### config.mk
export PLATFORM = sky130hd
export DESIGN_NAME = noise_spectral_mixer
export DESIGN_NICKNAME = d
export VERILOG_FILES = /design/src/rtl/mixer_pkg.sv /design/src/rtl/mixer_ca_reg.sv /design/src/rtl/mixer_weight_gen.sv /design/src/rtl/mixer_select.sv /design/src/rtl/noise_spectral_mixer.sv
export SDC_FILE = /design/constraint.sdc
export NUM_CORES = 1
export LEC_CHECK = 0
export ABC_AREA = 1
export BUFFER_PORTS_ARGS = -buffer_cell sky130_fd_sc_hd__buf_2
export CAP_MARGIN = 20
export CORE_MARGIN = 5
export CORE_UTILIZATION = 55
export CTS_BUF_LIST = sky130_fd_sc_hd__clkbuf_16
export DETAILED_ROUTE_END_ITERATION = 16
export PLACE_DENSITY = 0.85
export REMOVE_ABC_BUFFERS = 1
export SLEW_MARGIN = 20
export SYNTH_ARGS = -nofsm -noshare
export SYNTH_HDL_FRONTEND = slang
export SYNTH_HIERARCHICAL = 1
export SYNTH_SLANG_ARGS = --single-unit
### constraint.sdc
create_clock -name clk -period 2.65 [get_ports clk]
set_input_delay 0.1325 -clock clk [delete_from_list [all_inputs] [get_ports clk]]
set_output_delay 0.1325 -clock clk [all_outputs]
set_load 0.01 [all_outputs]
### src/rtl/mixer_pkg.sv
package mixer_pkg;

  typedef enum logic [1:0] {
    MIX_SINGLE = 2'b00,
    MIX_PAIR   = 2'b01,
    MIX_TRIPLE = 2'b10,
    MIX_TRIPLE_ALT = 2'b11
  } mix_mode_e;

  localparam int unsigned NUM_STREAMS = 3;

  typedef logic [NUM_STREAMS-1:0] stream_vec_t;

  // One null-boundary hybrid cell: XOR of the neighbours, plus itself under rule 150.
  function automatic logic ca_cell_next(input logic left_nb, input logic right_nb,
                                        input logic self_bit, input logic rule150);
    return left_nb ^ right_nb ^ (rule150 & self_bit);
  endfunction

  // Picks the stream bit for a mode, given the one-hot triple select and the pair select.
  function automatic logic mix_pick(input mix_mode_e m, input stream_vec_t streams,
                                    input stream_vec_t onehot, input logic pair_hi);
    logic r;
    case (m)
      MIX_SINGLE: r = streams[0];
      MIX_PAIR:   r = pair_hi ? streams[1] : streams[0];
      default:    r = |(streams & onehot);
    endcase
    return r;
  endfunction

endpackage

### src/rtl/mixer_ca_reg.sv
module mixer_ca_reg #(
  parameter int unsigned   W    = 16,
  parameter logic [W-1:0]  RULE = 16'h6B2D,
  parameter logic [W-1:0]  SEED = 16'hACE1
) (
  input  logic         clk,
  input  logic         rst_n,
  output logic [W-1:0] state_q,
  output logic         wrap_hit
);
  import mixer_pkg::*;

  logic [W-1:0] nxt_raw;
  logic [W-1:0] nxt_d;

  for (genvar i = 0; i < W; i++) begin : g_cell
    logic left_nb;
    logic right_nb;
    if (i == W - 1) begin : g_top
      assign left_nb = 1'b0;
    end else begin : g_top_inner
      assign left_nb = state_q[i+1];
    end
    if (i == 0) begin : g_bot
      assign right_nb = 1'b0;
    end else begin : g_bot_inner
      assign right_nb = state_q[i-1];
    end
    assign nxt_raw[i] = ca_cell_next(left_nb, right_nb, state_q[i], RULE[i]);
  end

  assign wrap_hit = (nxt_raw == '0);
  assign nxt_d    = wrap_hit ? SEED : nxt_raw;

  always_ff @(posedge clk) begin
    if (!rst_n) state_q <= SEED;
    else        state_q <= nxt_d;
  end

endmodule

### src/rtl/mixer_weight_gen.sv
module mixer_weight_gen #(
  parameter int unsigned W         = 16,
  parameter int unsigned TAP_HALF  = 5,
  parameter int unsigned TAP_SPLIT = 11
) (
  input  logic [W-1:0]             ca_state,
  output mixer_pkg::stream_vec_t   sel_onehot,
  output logic                     pair_hi
);
  logic half_bit;
  logic split_bit;
  logic quarter_a;
  logic quarter_b;

  assign half_bit  = ca_state[TAP_HALF];
  assign split_bit = ca_state[TAP_SPLIT];

  // AND gating gives weight 1/4; the OR-based term is its complement partner.
  assign quarter_a = ~half_bit & split_bit;
  assign quarter_b = ~(half_bit | split_bit);

  assign sel_onehot = {half_bit, quarter_b, quarter_a};
  assign pair_hi    = half_bit;

endmodule

### src/rtl/mixer_select.sv
module mixer_select (
  input  mixer_pkg::mix_mode_e   mode,
  input  mixer_pkg::stream_vec_t streams,
  input  mixer_pkg::stream_vec_t sel_onehot,
  input  logic                   pair_hi,
  output logic                   pick_bit
);
  import mixer_pkg::*;

  always_comb pick_bit = mix_pick(mode, streams, sel_onehot, pair_hi);

endmodule

### src/rtl/noise_spectral_mixer.sv
module noise_spectral_mixer #(
  parameter int unsigned  CA_W      = 16,
  parameter logic [CA_W-1:0] RULE   = 16'h6B2D,
  parameter logic [CA_W-1:0] SEED   = 16'hACE1,
  parameter int unsigned  TAP_HALF  = 5,
  parameter int unsigned  TAP_SPLIT = 11
) (
  input  logic       clk,
  input  logic       rst_n,
  input  logic [1:0] mode,
  input  logic [2:0] comp_in,
  output logic       mix_out
);
  import mixer_pkg::*;

  logic [CA_W-1:0] ca_q;
  logic            ca_wrap;
  stream_vec_t     sel_oh;
  logic            pair_pick;
  logic            pick_bit;
  mix_mode_e       mode_e;

  assign mode_e = mix_mode_e'(mode);

  mixer_ca_reg #(.W(CA_W), .RULE(RULE), .SEED(SEED)) ca_i (
    .clk      (clk),
    .rst_n    (rst_n),
    .state_q  (ca_q),
    .wrap_hit (ca_wrap)
  );

  mixer_weight_gen #(.W(CA_W), .TAP_HALF(TAP_HALF), .TAP_SPLIT(TAP_SPLIT)) wgt_i (
    .ca_state   (ca_q),
    .sel_onehot (sel_oh),
    .pair_hi    (pair_pick)
  );

  mixer_select sel_i (
    .mode       (mode_e),
    .streams    (comp_in),
    .sel_onehot (sel_oh),
    .pair_hi    (pair_pick),
    .pick_bit   (pick_bit)
  );

  always_ff @(posedge clk) begin
    if (!rst_n) mix_out <= 1'b0;
    else        mix_out <= pick_bit;
  end

endmodule

==> results by group, run 1 <==
Run status
  • Status: complete, no violations

Worst setup path
  • Critical Path AT: 1.77 ns
  • CP Max Fanout: 9
  • Slowest cell on crit path: dfxtp_1
  • Cell chain of the critical path: xnor2_1 > ha_1 > inv_1 > nor2_1 > nand2_1 > nor2_2 > nand3_4 > nand2_8 > nor2_2
  • CP dominant cell by count: nor2_2
  • Critical Path Max Stage Delay: 0.39 ns
  • CP Capture Type: flop
  • Worst setup SP type: flop
  • Crit Path Category: reg -> reg
  • Critical Path RT: 2.79 ns

Layout
  • Fin cells: 184
  • Fill cells: 149
  • Layout cells sized above 1: 20.8%
  • Fin nets: 168
  • Area Overhead vs Synth: 10.4%
  • ANT cells: 0
  • Layout Utilization: 63.8%

Floorplan
  • DIE AREA: 2760 sq um
  • Die Ht: 52.6 um
  • I/O pins: 8
  • Row Count: 15
  • Core Box Area: 1730 sq um
  • Initial Util: 57.8%
  • Chip Width: 52.6 um

Route
  • Iteration-0 DRC Markers: 28
  • DR vias: 900
  • Drt drc: 0
  • Routed wire length: 1.97 mm
  • Drt first pass iters: 4
  • Vias/cell: 4.89
  • Routed len/inst: 10.7 um
  • Antenna Nets Post-Route: 0

STA
  • Final Cycle Share: 61.7%
  • Actual slew at the worst max-slew pin: 0.314 ns
  • Fmax: 612 MHz
  • Final min period: 1.63 ns
  • Hold WS: 0.184 ns
  • RSZ-0062 raised after global routing: no
  • Endpoints failing hold: 0
  • Setup Skew: 0.00147 ns
  • Setup TNS: 0 ns
  • Rel. slew slack: 79.0%
  • Final Slew Violations: 0
  • Final setup viols: 0

Synthesis
  • Syn Std Cell Area: 997 sq um
  • Cells after Synth: 153
  • Avg Synthesized Cell Area: 6.52 sq um
  • Warnings from Yosys: 6

Clock network
  • Post-CTS Setup Bufs: 0
  • Clk root buf: clkbuf_16
  • Cts bufs inserted: 3
  • Clock-pin slew on the worst setup and hold paths: 0.05 ns
  • H-tree levels: 1
  • Worst skew pair latency: 0.24 ns
  • Clock sinks: 17
  • Cts hold-fix bufs: 0
  • Clock buffer depth: 2
  • CTS tree: done
  • Post_cts resized: 0

Placement
  • DP Cell Count: 180
  • Port bufs: 7
  • RePlAce Congestion: 0.844
  • HPWL after DPL: 1.52 mm

Power
  • Pwr Density: 1320 nW/um^2
  • Leak Pwr: 0.000616 uW
  • Peak supply drop: 696 uV

Flow run
  • Max-Cap Viols: 0

GRT
  • Global-route wire length before repair: 3.46 mm
  • Initial antenna violation count: 0
  • Grt ovf: 0
  • Vias in the first global route: 867
  • Global Route Usage Sum: 17.0%
  • Largest net degree at the start of global routing: 11

Min path
  • Hold Crit Class: in -> reg
[layout make-up]
type / instances / area (sq um) / share of cell area (%)
Sequential cell: 17 / 340 / 30.9
Tap cell: 25 / 31.3 / 2.84
Multi-Input combinational cell: 106 / 522 / 47.4
Timing Repair Buffer: 7 / 35.0 / 3.18
Inverter: 25 / 93.8 / 8.52
Clock buffer: 3 / 75.1 / 6.82
Clock inverter: 1 / 3.75 / 0.341
[routing by layer]
metal | global-route usage, % | vias to the layer above | part of all wire, %
li1 | - | 465 | -
met1 | 19.1 | 392 | 45
met2 | 29.3 | 31 | 46
met3 | 3.70 | 12 | 5.0
met4 | 9.36 | 0 | 3.8
met5 | 0 | - | 0
[metrics by stage]
step | power, uW | area (sq um) | setup WS (ns)
floorplan | 1000 | 956 | 1.28
global placement | 1120 | 1020 | 1.20
detailed placement | 1150 | 1020 | 1.15
CTS | 1460 | 1100 | 1.01
global route | 1600 | 1100 | 0.900
finish | 1460 | 1100 | 1.02
[critical path, delay by kind of cell, from the launching register on]
kind | cells | cell delay, ns
buffers and inverters | 1 | 0.05
and+or+nand+nor | 6 | 0.76
DFF | 1 | 0.39
xor gates and xnor gates | 1 | 0.14
adders and majority gates | 1 | 0.18
[flip-flops by register name, indices dropped and copies added, names as in the netlist]
signal	cells
ca_i/state_q	16
mix_out	1
[where the power goes]
group / internal, uW / switching, uW
Sequential: 363 / 121
Combinational: 261 / 419
Clock: 200 / 95.0
[path summary, 6_finish.rpt]
path,startpoint,to,slack (ns),depth (start not counted)
worst min-delay path,mode[1],mix_out$_SDFF_PN0_,0.18,5
worst max-delay path,ca_i/state_q[13]$_SDFF_PP1_,ca_i/state_q[3]$_SDFF_PP0_,1.02,9
worst min register to register,ca_i/state_q[14]$_SDFF_PP0_,ca_i/state_q[15]$_SDFF_PP1_,0.52,2
worst max register to register,ca_i/state_q[13]$_SDFF_PP1_,ca_i/state_q[3]$_SDFF_PP0_,1.02,9
[cells in the final DEF, fill, tap and decap left out, types with 3 or more instances in the layout]
cell type / n
nor2_1: 5
buf_2: 7
nand2_2: 4
nor2_2: 12
nand3b_1: 5
inv_1: 21
inv_2: 5
nand2_1: 62
nand3_1: 13
clkbuf_16: 3
dfxtp_1: 17
No activity file was read; power rests on OpenSTA's default activity.
==> run 2, diff against run 1 <==
Settings changed: ABC_AREA 1 to 0, PLACE_DENSITY 0.85 to 0.86.
Clock period 2.65 ns to 1.55 ns, I/O delays scaled along.
==> run 2 against run 1 <==
Against the previous run: the run now ends with setup timing left; largest power group unchanged; critical endpoint is now ca_i/state_q[14]$_SDFF_PP0_; first-iteration DRC count did not move; sequential share of layout area fell by 0.45 points; critical path type unchanged; power rose by 100%; routed wire length increased by 9.2%.
==> results by group, run 2 <==
GRT
  • Largest net degree at the start of global routing: 11 (unchanged)
  • Vias in the first global route: 786 (-9.3%)
  • Global Route Usage Sum: 19.4% (+2.4 points)
  • Grt ovf: 0 (unchanged)
  • Initial antenna violation count: 0 (unchanged)
  • Global-route wire length before repair: 3.63 mm (+4.8%)

Floorplan
  • Initial Util: 58.5% (+0.72 points)
  • Chip Width: 50.0 um (-4.9%)
  • DIE AREA: 2500 sq um (-9.5%)
  • Row Count: 14 (-1)
  • Die Ht: 50.0 um (-4.9%)
  • Core Box Area: 1510 sq um (-13%)
  • I/O pins: 8 (unchanged)

Power
  • Leak Pwr: 0.000495 uW (-20%)
  • Peak supply drop: 1700 uV (+140%)
  • Power consumption: 2920 uW (+100%)
  • Pwr Density: 2580 nW/um^2 (+95%)

Layout
  • Area Overhead vs Synth: 28.3%
  • Post-route cell area: 1130 sq um (+2.6%)
  • Most frequent cells in the layout: buf_4 (15), dfxtp_1 (14), xnor2_1 (10)
  • Biggest regs: ca_i/state_q: 16 flops, mix_out: 1 flops
  • ANT cells: 0 (unchanged)
  • Fill cells: 99 (-34%)
  • Fin nets: 119 (-29%)
  • Max FFs per register: 16 (unchanged)
  • Layout cells sized above 1: 36.4% (+16 points)
  • Layout Utilization: 75.0% (+11 points)
  • Largest register by flop count: ca_i/state_q
  • Commonest non-fill, non-tap cell in the layout: buf_4

STA
  • Final min period: 1.70 ns (+0.0619 ns)
  • RSZ-0062 raised after global routing: yes
  • Fmax: 590 MHz (-3.7%)
  • Final worst setup slack: -0.146 ns (-1.16 ns)
  • Hold WS: 0.116 ns (-0.0686 ns)
  • Final setup viols: 9 (+9)
  • Final Slew Violations: 0 (unchanged)
  • Final Cycle Share: 109% (+48 points)
  • Rel. slew slack: 81.6% (+2.6 points)
  • Actual slew at the worst max-slew pin: 0.275 ns (-0.0390 ns)
  • Endpoints failing hold: 0 (unchanged)
  • Setup Skew: 0.00196 ns (+0.000490 ns)
  • Setup TNS: -0.656 ns (-0.656 ns)

Placement
  • Port bufs: 7 (unchanged)
  • HPWL after DPL: 1.33 mm (-12%)
  • RePlAce Congestion: 0.770 (-8.8%)
  • Placed Area: 988 sq um (-3.3%)

Synthesis
  • Avg Synthesized Cell Area: 9.68 sq um (+49%)
  • Syn Std Cell Area: 881 sq um (-12%)
  • Cells after Synth: 91 (-41%)
  • Warnings from Yosys: 6 (unchanged)

Clock network
  • Worst skew pair latency: 0.26 ns (+0.02 ns)
  • H-tree levels: 1 (unchanged)
  • Cts hold-fix bufs: 0 (unchanged)
  • Clock-pin slew on the worst setup and hold paths: 0.05 ns (about the same)
  • Cts bufs inserted: 3 (unchanged)
  • Clock buffer depth: 2 (unchanged)
  • Clk root buf: clkbuf_16
  • Clock sinks: 17 (unchanged)
  • CTS tree: done

Route
  • Antenna Nets Post-Route: 0 (unchanged)
  • Iteration-0 DRC Markers: 28 (unchanged)
  • Drt drc: 0 (unchanged)
  • Top layer in use: met4
  • Vias/cell: 5.90 (+21%)
  • DR vias: 744 (-17%)
  • Routed len/inst: 17.1 um (+60%)
  • Met1 wire length: 809 um (-8.8%)
  • Routed wire length: 2.16 mm (+9.2%)
  • Met2 WL post-DR: 1.10 mm (+20%)
  • Met3 routed WL: 170 um (+73%)
  • Drt first pass iters: 4 (unchanged)

Min path
  • Hold Crit Class: in -> reg
  • Hold depth: 2 (-3)
  • Worst hold start: rst_n
  • Hold endpoint: ca_i/state_q[15]$_SDFF_PP1_

Run status
  • Status: finished with violations
  • Failing checks: setup timing

Worst setup path
  • CP Max Fanout: 5 (-4)
  • Register-to-Register Path Depth: 4 (-5)
  • FF-to-FF setup slack: -0.15 ns (-1.16 ns)
  • Critical Path AT: 1.85 ns (+0.08 ns)
  • Critical Path RT: 1.70 ns (-1.09 ns)
  • Worst setup SP type: flop
  • Crit Path Category: reg -> reg
  • RR Endpoint: ca_i/state_q[14]$_SDFF_PP0_
  • FF-to-FF Start: ca_i/state_q[2]$_SDFF_PP0_
  • CP Capture Type: flop

Flow run
  • Max-Cap Viols: 0 (unchanged)
==> run 2: layer usage <==
layer / vias to the layer above / track usage, %
met5: - / 0
met4: 0 / 12.7
met3: 11 / 7.53
met2: 34 / 30.5
met1: 355 / 21.1
li1: 344 / -
==> run 2: per-stage QoR <==
stage | instances | setup slack [ns]
CTS | 126 | -0.141
global placement | 120 | -0.134
floorplan | 83 | -0.193
global route | 126 | -0.222
finish | 126 | -0.146
detailed placement | 120 | -0.187
==> run 2: worst max-delay path by stage <==
stage / end / slack [ns] / start
after floorplan: ca_i/state_q[14]$_SDFF_PP0_ / -0.19 / ca_i/state_q[3]$_SDFF_PP0_
after global placement: ca_i/state_q[14]$_SDFF_PP0_ / -0.13 / ca_i/state_q[3]$_SDFF_PP0_
after detailed placement: ca_i/state_q[14]$_SDFF_PP0_ / -0.19 / ca_i/state_q[3]$_SDFF_PP0_
after CTS: ca_i/state_q[14]$_SDFF_PP0_ / -0.14 / ca_i/state_q[2]$_SDFF_PP0_
after global routing: ca_i/state_q[14]$_SDFF_PP0_ / -0.22 / ca_i/state_q[2]$_SDFF_PP0_
final: ca_i/state_q[14]$_SDFF_PP0_ / -0.15 / ca_i/state_q[2]$_SDFF_PP0_
==> run 2: layout make-up <==
class	instances	area (sq um)	area share [%]
clock buffer	3	75.1	6.64
clock inverter	1	3.75	0.332
inverter	2	7.51	0.664
multi-input combinational	65	532	47.1
sequential	17	344	30.5
tap	16	20.0	1.77
timing repair buffer	22	148	13.1
==> run 2: repair_timing <==
action                     CTS  global route
buffers inserted             1             0
gates resized for setup      5             8
setup endpoints to repair    9             9
cloned                       1             0
pin swaps                    7             5
==> run 2: critical path, stage by stage (launching register included) <==
cell and delay, ns:
dfxtp_2 0.32, xor3_4 0.49, nand2b_4 0.16, a2111o_1 0.41, o211a_1 0.22
==> run 2: where the power goes <==
part	total, uW	switching, uW	leakage (uW)	internal, uW
logic	1580	711	0.000310	873
registers	808	173	0.000142	635
clock network	527	184	0.0000423	344
==> run 3, diff against run 2 <==
Settings changed: PLACE_DENSITY 0.86 to 0.75.
==> run 3 against run 2 <==
Against the previous run: the flow still finishes with violations (setup timing); count of clock-buffer cells in the layout did not move; critical path depth stayed put; die area unchanged; final cell count rose by 1.6%; via count down 1.1%; sequential cell count is the same; worst hold slack improved by 0.010 ns; highest routed layer unchanged; final area rose by 3.7%; first-iteration DRC count down 89%; non-clock buffer count is 1 higher.
==> results by group, run 3 (synthesis results as in run 2) <==
Layout
  • Area Overhead vs Synth: 33.0%
  • Fin nets: 121 (+1.7%)
  • Multi-input gate area: 564 sq um (+6.1%)
  • Fin cells: 128 (+1.6%)
  • Layout Utilization: 77.7% (+2.7 points)
  • Most frequent cells in the layout: buf_4 (16), dfxtp_1 (14), nor2_1 (9)
  • Fill cells: 102 (+3.0%)
  • Commonest non-fill, non-tap cell in the layout: buf_4
  • Seq. cell area: 344 sq um (unchanged)
  • Biggest regs: ca_i/state_q: 16 flops, mix_out: 1 flops
  • Largest register by flop count: ca_i/state_q
  • Layout cells sized above 1: 40.2% (+3.8 points)
  • ANT cells: 0 (unchanged)
  • Max FFs per register: 16 (unchanged)

Route
  • DR vias: 736 (-1.1%)
  • Drt first pass iters: 4 (unchanged)
  • Antenna Nets Post-Route: 0 (unchanged)
  • Vias/cell: 5.75 (-2.6%)
  • Drt drc: 0 (unchanged)
  • Routed wire length: 2.16 mm (+0.32%)
  • Iteration-0 DRC Markers: 3 (-89%)
  • Routed len/inst: 16.9 um (-1.2%)

STA
  • Final worst setup slack: -0.191 ns (-0.0453 ns)
  • Setup TNS: -0.960 ns (-0.305 ns)
  • Actual slew at the worst max-slew pin: 0.300 ns (+0.0249 ns)
  • Final min period: 1.74 ns (+0.0453 ns)
  • Final setup viols: 9 (unchanged)
  • Rel. slew slack: 79.9% (-1.8 points)
  • Fmax: 574 MHz (-2.6%)
  • RSZ-0062 raised after global routing: yes
  • Endpoints failing hold: 0 (unchanged)
  • Final Slew Violations: 0 (unchanged)
  • Setup Skew: 0.00125 ns (-0.000703 ns)
  • Final Cycle Share: 112% (+2.9 points)

Floorplan
  • Die Ht: 50.0 um (unchanged)
  • DIE AREA: 2500 sq um (unchanged)
  • Initial Util: 58.5% (unchanged)
  • Chip Width: 50.0 um (unchanged)
  • I/O pins: 8 (unchanged)
  • Row Count: 14 (unchanged)
  • Core Box Area: 1510 sq um (unchanged)

Worst setup path
  • Critical Path RT: 1.70 ns (about the same)
  • Crit Path Category: reg -> reg
  • Critical Path Max Stage Delay: 0.53 ns (+0.04 ns)
  • Critical Path AT: 1.89 ns (+0.04 ns)
  • Slowest cell on crit path: a2111o_1
  • CP Max Fanout: 5 (unchanged)
  • Worst setup SP type: flop
  • Cell chain of the critical path: xor2_1 > or3_1 > a2111o_1 > o211a_1
  • CP Capture Type: flop

GRT
  • Largest net degree at the start of global routing: 11 (unchanged)
  • Initial antenna violation count: 0 (unchanged)
  • Grt ovf: 0 (unchanged)
  • Global-route wire length before repair: 3.40 mm (-6.3%)
  • Global Route Usage Sum: 18.3% (-1.0 points)
  • Vias in the first global route: 732 (-6.9%)

Power
  • Pwr Density: 2610 nW/um^2 (+0.87%)
  • Peak supply drop: 1310 uV (-23%)
  • Leak Pwr: 0.000514 uW (+4.0%)

Clock network
  • Clock buffer depth: 2 (unchanged)
  • H-tree levels: 1 (unchanged)
  • Cts bufs inserted: 3 (unchanged)
  • Worst skew pair latency: 0.25 ns (about the same)
  • CTS tree: done
  • Clock-pin slew on the worst setup and hold paths: 0.05 ns (about the same)
  • Clock sinks: 17 (unchanged)
  • Clk root buf: clkbuf_16

Min path
  • Hold Crit Class: in -> reg

Placement
  • DP Cell Count: 121 (+0.83%)
  • Pre-CTS setup slack: -0.195 ns (-0.00805 ns)
  • HPWL after DPL: 1.23 mm (-7.8%)
  • RePlAce Congestion: 0.785 (+1.9%)
  • Port bufs: 7 (unchanged)

Run status
  • Status: finished with violations
  • Failing checks: setup timing

Flow run
  • Max-Cap Viols: 0 (unchanged)
==> run 3: changes by cell type in the layout (fill, tap and decap cells not counted) <==
cell      change
buf_4         +1
clkinv_2      +1
ha_1          -1
ha_2          +1
inv_1         -1
nor3_1        -1
nor3_2        +1
or3_1         +1
xnor2_1       -3
xnor2_2       +2
xnor2_4       +1
xor2_1        +2
xor2_2        -2
==> run 3: cell type report <==
cell class | instances | area share, %
clock inverter | 1 | 0.427
inverter | 2 | 0.641
multi-input combinational | 66 | 48.2
sequential | 17 | 29.4
clock buffer | 3 | 6.41
tap | 16 | 1.71
timing repair buffer | 23 | 13.2
==> run 3: path summary, 6_finish.rpt <==
check	startpoint	to	slack [ns]	cells past startpoint
min	rst_n	ca_i/state_q[15]$_SDFF_PP1_	0.13	2
max	ca_i/state_q[11]$_SDFF_PP1_	ca_i/state_q[14]$_SDFF_PP0_	-0.19	4
min reg2reg	ca_i/state_q[14]$_SDFF_PP0_	ca_i/state_q[15]$_SDFF_PP1_	0.56	2
max reg2reg	ca_i/state_q[11]$_SDFF_PP1_	ca_i/state_q[14]$_SDFF_PP0_	-0.19	4
==> run 3: layer usage <==
layer	vias up	share of wire, %	global-route usage [%]
met3	7	5.3	7.53
met1	359	43	21.0
met4	0	2.8	11.8
met2	17	48	27.6
met5	-	0	0
li1	353	-	-
==> run 3: worst max-delay path: cells and delay by family, from the launching register on <==
| kind | cells | cell delay [ns] |
|---|---|---|
| and+or+nand+nor | 1 | 0.39 |
| AOI/OAI and AO/OA | 2 | 0.77 |
| xor gates and xnor gates | 1 | 0.16 |
| DFF | 1 | 0.32 |
==> run 3: timing repair <==
action	CTS	global route
pin swaps	7	3
resized for setup	5	12
buffers inserted	1	0
setup endpoints to repair	9	9
cloned	1	1
hold buffers	0	0
==> run 3: through the flow <==
stage | total power [uW] | hold slack [ns] | area, sq um
finish | 3050 | 0.126 | 1170
global route | 3240 | 0.136 | 1170
CTS | 2780 | 0.120 | 1110
detailed placement | 2100 | 0.374 | 996
global placement | 2070 | 0.384 | 996
floorplan | 1650 | 0.166 | 828
==> run 3: power breakdown <==
| part | leakage, uW | internal (uW) | switching [uW] |
|---|---|---|---|
| sequential | 0.000142 | 635 | 172 |
| combinational | 0.000332 | 964 | 753 |
| clock | 0.0000409 | 346 | 182 |
